===== src/rtl/i2c_flag_pkg.sv =====
package i2c_flag_pkg;
    parameter int NUM_FLAGS = 5;
    localparam int F_RXBYTE = 0;
    localparam int F_ADDR   = 1;
    localparam int F_ARB    = 2;
    localparam int F_ENDTXN = 3;
    localparam int F_NAK    = 4;

    typedef enum logic [1:0] {
        TXN_OFF       = 2'd0,
        TXN_IDLE      = 2'd1,
        TXN_ADDRESSED = 2'd2
    } txn_state_t;
endpackage


===== src/rtl/i2c_txn_fsm.sv =====
module i2c_txn_fsm
    import i2c_flag_pkg::*;
(
    input  logic clk,
    input  logic rst_n,
    input  logic enable,
    input  logic addr_hit,
    input  logic end_evt,
    output logic in_txn
);
    txn_state_t state, state_nxt;

    always_ff @(posedge clk or negedge rst_n) begin
        if (!rst_n) state <= TXN_OFF;
        else        state <= state_nxt;
    end

    always_comb begin
        state_nxt = state;
        unique case (state)
            TXN_OFF: begin
                if (enable) state_nxt = addr_hit ? TXN_ADDRESSED : TXN_IDLE;
            end
            TXN_IDLE: begin
                if (!enable)       state_nxt = TXN_OFF;
                else if (addr_hit) state_nxt = TXN_ADDRESSED;
            end
            TXN_ADDRESSED: begin
                if (!enable)      state_nxt = TXN_OFF;
                else if (end_evt) state_nxt = TXN_IDLE;
            end
            default: state_nxt = TXN_OFF;
        endcase
    end

    always_comb begin
        in_txn = (state == TXN_ADDRESSED);
    end
endmodule


===== src/rtl/i2c_flag_cell.sv =====
module i2c_flag_cell (
    input  logic clk,
    input  logic rst_n,
    input  logic kill,
    input  logic set,
    input  logic clr,
    output logic q
);
    // Priority: disable kill, then set, then clear.
    always_ff @(posedge clk or negedge rst_n) begin
        if (!rst_n)    q <= 1'b0;
        else if (kill) q <= 1'b0;
        else if (set)  q <= 1'b1;
        else if (clr)  q <= 1'b0;
    end
endmodule


===== src/rtl/i2c_flag_bank.sv =====
module i2c_flag_bank
    import i2c_flag_pkg::*;
#(
    parameter int NF = NUM_FLAGS
) (
    input  logic          clk,
    input  logic          rst_n,
    input  logic          enable,
    input  logic          master_mode,
    input  logic [NF-1:0] irq_mask,
    input  logic          ev_rx_byte,
    input  logic          ev_addr_match,
    input  logic          ev_gcall,
    input  logic          ev_first_addr,
    input  logic          ev_addr_lsb,
    input  logic          ev_arb_lost,
    input  logic          ev_stop,
    input  logic          ev_restart,
    input  logic          ev_nak,
    input  logic          cmd_pending,
    input  logic          sw_cmd_set,
    input  logic          rd_status,
    input  logic          rd_data,
    output logic [NF-1:0] flags,
    output logic          dir_read,
    output logic          gcall_seen,
    output logic          end_was_restart,
    output logic          irq
);
    logic [NF-1:0] set_v, clr_v;
    logic kill, slave_hit, end_evt, in_txn;

    assign kill      = !enable;
    assign slave_hit = ev_addr_match && !master_mode;
    assign end_evt   = ev_stop || ev_restart;

    i2c_txn_fsm u_txn (
        .clk      (clk),
        .rst_n    (rst_n),
        .enable   (enable),
        .addr_hit (slave_hit),
        .end_evt  (end_evt),
        .in_txn   (in_txn)
    );

    always_comb begin
        set_v = '0;
        clr_v = '0;
        set_v[F_RXBYTE] = ev_rx_byte;
        clr_v[F_RXBYTE] = rd_data;
        set_v[F_ADDR]   = slave_hit;
        clr_v[F_ADDR]   = rd_status;
        set_v[F_ARB]    = ev_arb_lost && master_mode;
        clr_v[F_ARB]    = rd_status;
        set_v[F_ENDTXN] = end_evt && !master_mode && in_txn;
        clr_v[F_ENDTXN] = rd_status;
        if (master_mode) begin
            set_v[F_NAK] = ev_nak && !cmd_pending;
            clr_v[F_NAK] = sw_cmd_set;
        end else begin
            set_v[F_NAK] = ev_nak;
            clr_v[F_NAK] = rd_status;
        end
    end

    for (genvar i = 0; i < NF; i++) begin : g_flag
        i2c_flag_cell u_cell (
            .clk   (clk),
            .rst_n (rst_n),
            .kill  (kill),
            .set   (set_v[i]),
            .clr   (clr_v[i]),
            .q     (flags[i])
        );
    end

    always_ff @(posedge clk or negedge rst_n) begin
        if (!rst_n) begin
            dir_read        <= 1'b0;
            gcall_seen      <= 1'b0;
            end_was_restart <= 1'b0;
        end else if (kill) begin
            dir_read        <= 1'b0;
            gcall_seen      <= 1'b0;
            end_was_restart <= 1'b0;
        end else begin
            if (ev_first_addr)   dir_read        <= ev_addr_lsb;
            if (slave_hit)       gcall_seen      <= ev_gcall;
            if (set_v[F_ENDTXN]) end_was_restart <= ev_restart;
        end
    end

    assign irq = enable && |(flags & irq_mask);
endmodule


===== config.mk =====
export PLATFORM = sky130hd
export DESIGN_NAME = i2c_flag_bank
export DESIGN_NICKNAME = d
export VERILOG_FILES = /design/src/rtl/i2c_flag_pkg.sv /design/src/rtl/i2c_txn_fsm.sv /design/src/rtl/i2c_flag_cell.sv /design/src/rtl/i2c_flag_bank.sv
export SDC_FILE = /design/constraint.sdc
export NUM_CORES = 1
export LEC_CHECK = 0
export CAP_MARGIN = 0
export CORE_AREA = 2 2 39 41
export CTS_BUF_LIST = sky130_fd_sc_hd__clkbuf_8
export DETAILED_ROUTE_END_ITERATION = 7
export DIE_AREA = 0 0 41 43
export DONT_BUFFER_PORTS = 1
export MAX_ROUTING_LAYER = met4
export SYNTH_ARGS = -nofsm -noshare
export SYNTH_HDL_FRONTEND = slang
export SYNTH_SLANG_ARGS = --single-unit

===== constraint.sdc =====
create_clock -name clk -period 1.6 [get_ports clk]
set_input_delay 0.48 -clock clk [delete_from_list [all_inputs] [get_ports clk]]
set_output_delay 0.48 -clock clk [all_outputs]
set_load 0.05 [all_outputs]

Word-level counts from Yosys, hierarchy flattened --
Cells that the tools add are included.
Storage, ports and cells: bits in registers 10, bits in latches 0, memory bits (writable) 0, ROM bits 0, input port bits 22, logic and storage cells 63, memories 0
Operators by class: add/subtract/negate cells 0, multiply operators 0, divide/modulo/power cells 0, $lt $le $gt $ge 0, equal/unequal tests 13, shifts and indexed selects 0, multiplexer cells 28, bitwise operators 1, reduce and logical (&&, ||, !) cells 12
Operators with widths (count):
- $mux 1 | 21
- $ne 3x1->1 const B | 5
- $mux 2 | 6
- $logic_and 1x1->1 | 6
- $ne 2x1->1 const B | 3
- $pmux 2 s3 | 1
- $and 5x5->5 | 1
- $reduce_or 5->1 | 1
- $ne 3x2->1 const B | 1
- $ne 3x3->1 const B | 1
- $reduce_and 3->1 | 1
- $eq 2x1->1 const B | 1
- $eq 2x2->1 const B | 1
- $logic_not 1->1 | 2
- $logic_not 2->1 | 1
- $ne 2x2->1 const B | 1
- $logic_or 1x1->1 | 1

Logic depth before layout (Yosys ltp) --
depth after elaboration 5, gate-level depth with buffers 3, gate-level depth less buffers 3

Hierarchy --
A second synthesis with hierarchy kept.
Unflattened totals: cell total of the unflattened synthesis 50, area total of the unflattened synthesis 510.5 um^2
By module, submodules not included:
- i2c_flag_cell | times used 5, cells an instance 4, area an instance 43.8 um^2, seq. area each 25.0 um^2
- i2c_flag_bank | times used 1, cells an instance 21, area an instance 200.2 um^2, seq. area each 75.1 um^2
- i2c_txn_fsm | times used 1, cells an instance 9, area an instance 91.3 um^2, seq. area each 50.0 um^2

Least setup slack after synthesis --
OpenSTA, ideal clock, no wires.
kind input to output, start point in enable, end point out irq, arrival time 1.789 ns, setup slack -0.669 ns, stages 2, path buffers 1, path through buf_2 a21boi_0
On the way: cells in the longest elaborated chain, start to end 1
Ends and longest elaborated chain:
- from (decl) | line i2c_flag_bank.sv:8 | input logic enable,
- $logic_and 1x1->1 | line i2c_flag_bank.sv:93 | assign irq = enable && |(flags & irq_mask);
- to (decl) | line i2c_flag_bank.sv:28 | output logic irq
No other way between the ends.

Worst setup path after layout --
start point reg g_flag[0].u_cell.q, end point out irq
On the way: cells in the longest elaborated chain, start to end 3
Ends and longest elaborated chain:
- from (decl) | line i2c_flag_cell.sv:7 | output logic q
- from (signal assigned) | line i2c_flag_cell.sv:11 | if (!rst_n) q <= 1'b0;
- from (signal assigned) | line i2c_flag_cell.sv:12 | else if (kill) q <= 1'b0;
- from (signal assigned) | line i2c_flag_cell.sv:13 | else if (set) q <= 1'b1;
- $and 5x5->5 | line i2c_flag_bank.sv:93
- $reduce_or 5->1 | line i2c_flag_bank.sv:93
- $logic_and 1x1->1 | line i2c_flag_bank.sv:93
No other way between the ends.

==> qor.yml <==
place:
  dp.final_hpwl_um: 846
  post_dp_cell_area_um2: 576
  place_congestion: 0.623
  dpl_worst_slack_ns: 0.0726
  port-buffer-count: 0
synth:
  ys_seq_area_frac: 0.462
  postSynthRegisterBits: 10
  post_synth.cell_area_avg_um2: 11.1
  netlist_area_um2: 542
  synthesis.nets: 71
  synth_simple_gate_area_share: 0.222
  adder_cell_share_of_the_synthesized_area: 0
  yosys-top-cells-area: "sky130_fd_sc_hd__dfrtp_1, sky130_fd_sc_hd__buf_4, sky130_fd_sc_hd__nor2b_1"
  number_of_distinct_standard_cells_referenced_by_the_synthesized_netlist: 21
  area_fraction_in_compound_gates_after_synthesis: 0.169
  ys.warnings.count: 0
  postSynthCellCount: 49
  muxShareOfSynthArea: 0.0554
  synth_area_leader_cell: "sky130_fd_sc_hd__dfrtp_1"
  synthXorXnorAreaFrac: 0
  synth_largest_type_area_fraction: 0.462
  synth_top_family_by_area: "simple AND/OR/NAND/NOR gates"
detailed_routing:
  num_vias: 373
  drt_iter0_drc: 5
  first_pass_iters: 4
  post_drt_wl_per_cell_um: 14.6
  post-route-drc-count: 0
  antenna_violating_nets_post_route: 0
  routed_via_density: 5.33
  routed_wirelength_mm: 1.02
grt:
  global_route.usage.met3: 0.0524
  grt_pass1_wl_mm: 1.55
  first_global_vias: 395
  number_of_antenna_violations_at_the_first_check_in_global_routing: 0
  grt.met2_usage: 0.206
  track_usage: 0.134
  use_met1: 0.145
  grt_start_max_net_pins: 13
  globalRoute.busiestLayer: "met2"
  grt_ovf: 0
pwr:
  power-per-cell-area_nw_per_um2: 1070
  leakagePower_nw: 0.293
  vdd_ir_drop_max_v: 0.000462
critical_path:
  worstSetupPathType: "flop to primary output"
  worst_ep_arrival_time_ns: 1.18
  crit_path_max_fanout: 2
  critPathRequiredTime_ns: 1.12
  startpoint_type: "flop"
  cp-end-kind: "primary output"
run_status:
  status: "complete, but fails checks"
  violations: "negative setup slack"
sta:
  timing.final.setup_violations: 1
  rsz_0062_raised_after_global_routing: "yes"
  finalMaxSlewViolations: 0
  whs_ns: 0.370
  transition_at_the_pin_with_the_smallest_max_transition_slack_ns: 0.485
  relSlewSlack: 0.676
  achievable-frequency_mhz: 601
  period_needed_ns: 1.66
  clock_skew_ns: 0.000971
  report.final.hold_viol_count: 0
  post-route-worst-setup-slack_ns: -0.0646
  timing.final.crit_share: 1.04
final_layout:
  postLayoutCoreUtil: 0.463
  nNetsFinal: 77
  antenna-diode-count: 0
  layout-drive-gt1-share: 0.259
  final_area_um2: 641
  area_delta_synth_final_pct: 18.2
clock_tree:
  tritoncts_num_sinks: 10
  postCtsSetupBuffers: 0
  clk_transition_reported_paths_ns: 0.05
  maximum_count_of_clock_buffers_along_a_single_path: 2
  cts.htree.levels: 1
  clock_latency_on_the_worst_skew_pair_ns: 0.23
  tritoncts: "done"
  clk_root_buffer_cell: "sky130_fd_sc_hd__clkbuf_8"
  cts_inserted_buffers: 3
floorplanning:
  fp.dieW_um: 41
  fp.coreArea_um2: 1380
  start_util: 0.392
  area_enclosed_by_the_die_boundary_um2: 1760
  num_rows: 14
  floorplan.io_pins: 31
  die-height_um: 43
hold_path:
  hp-class: "primary input to flop"
job:
  maxCapViolations: 0
final cells by class:
| cell class | instances | area [um2] |
|---|---|---|
| clock buffers | 4 | 55.1 |
| multi-input cells | 31 | 253 |
| inverters | 2 | 7.51 |
| repair buffers | 7 | 55.1 |
| flip-flops and latches | 10 | 250 |
| well taps | 16 | 20.0 |
| fillers | 138 | 743 |
per-stage QoR:
stage          power [W]  instances  setup TNS [ns]
2_1_floorplan   0.000369         49               0
3_3_place_gp    0.000375         65               0
3_5_place_dp    0.000377         65               0
4_1_cts         0.000696         70         -0.0762
5_1_grt         0.000718         70         -0.0946
6_report        0.000683         70         -0.0646
state kept, by name (all words and copies together), names as in the netlist:
signal           count
u_txn.state          2
g_flag.u_cell.q      5
dir_read             1
gcall_seen           1
end_was_restart      1
worst paths after layout:
| kind | end | from | slack, ns | cells past startpoint |
|---|---|---|---|---|
| max | irq | g_flag[0].u_cell.q$_DFFE_PN0P_ | -0.06 | 3 |
| min reg2reg | end_was_restart$_DFFE_PN0P_ | u_txn.state[0]$_DFFE_PN0P_ | 0.65 | 2 |
| min in group asynchronous | u_txn.state[1]$_DFFE_PN0P_ | rst_n | 0.63 | 1 |
| min | g_flag[0].u_cell.q$_DFFE_PN0P_ | enable | 0.37 | 1 |
| max in group asynchronous | gcall_seen$_DFFE_PN0P_ | rst_n | 0.67 | 1 |
| max reg2reg | end_was_restart$_DFFE_PN0P_ | u_txn.state[0]$_DFFE_PN0P_ | 0.56 | 2 |
metal layers:
layer  part of all wire  vias to the layer above
met5                  0                        -
met2               0.52                       20
met1               0.35                      178
li1                   -                      175
met3               0.13                        0
met4                  0                        0
Yosys cell counts (all sizes together):
master	number
nor4b	2
nand2	3
nor2b	5
dfrtp	10
a21boi	4
a22oi	1
nand2b	3
and3b	1
mux2i	3
o21ai	1
o21bai	1
inv	2
a222oi	1
nor2	2
buf	6
o21a	3
a32oi	1
timing repair:
item | 4_1_cts | 5_1_grt
hold endpoints to repair | 10 | 0
endpoints found under the setup margin | 1 | 1
resized for setup | 0 | 0
pin swaps | 1 | 0
hold buffers | 1 | 0
worst max-delay path, stage by stage, from the launching register on:
cell and delay (ns):
sky130_fd_sc_hd__dfrtp_1 0.37, sky130_fd_sc_hd__a222oi_1 0.30, sky130_fd_sc_hd__buf_4 0.17, sky130_fd_sc_hd__a21boi_4 0.11
kinds of logic after synthesis:
kind of cell | count (synthesis)
AOI/OAI and AO/OA | 12
buffers and inverters | 8
DFF | 10
muxes | 3
and+or+nand+nor | 16
layout by cell type (no fill, tap or decap):
cell type                       Yosys  routed
sky130_fd_sc_hd__dfrtp_1           10      10
sky130_fd_sc_hd__o21bai_1           1       1
sky130_fd_sc_hd__nand2_1            3       3
sky130_fd_sc_hd__nor4b_1            1       1
sky130_fd_sc_hd__mux2i_1            3       3
sky130_fd_sc_hd__and3b_1            1       1
sky130_fd_sc_hd__clkbuf_8           0       4
sky130_fd_sc_hd__nand2b_4           1       1
sky130_fd_sc_hd__a222oi_1           1       1
sky130_fd_sc_hd__dlygate4sd3_1      0       1
sky130_fd_sc_hd__o21a_1             3       3
sky130_fd_sc_hd__nand2b_1           2       2
sky130_fd_sc_hd__a22oi_1            1       1
sky130_fd_sc_hd__nor2_1             1       1
sky130_fd_sc_hd__nor4b_4            1       1
sky130_fd_sc_hd__nor2b_1            5       5
sky130_fd_sc_hd__a32oi_1            1       1
sky130_fd_sc_hd__o21ai_0            1       1
sky130_fd_sc_hd__buf_4              5       6
sky130_fd_sc_hd__a21boi_4           0       1
sky130_fd_sc_hd__inv_1              2       2
sky130_fd_sc_hd__a21boi_0           4       3
sky130_fd_sc_hd__nor2_2             1       1
where the power goes:
part	leakage (nW)	switching, W	internal, W	total [W]
sequential	0.133	0.0000195	0.000266	0.000285
clock	0.0288	0.0000898	0.000215	0.000305
combinational	0.132	0.0000543	0.0000379	0.0000922
total	0.293	0.000164	0.000519	0.000683
No activity file was read; power rests on OpenSTA's default activity.
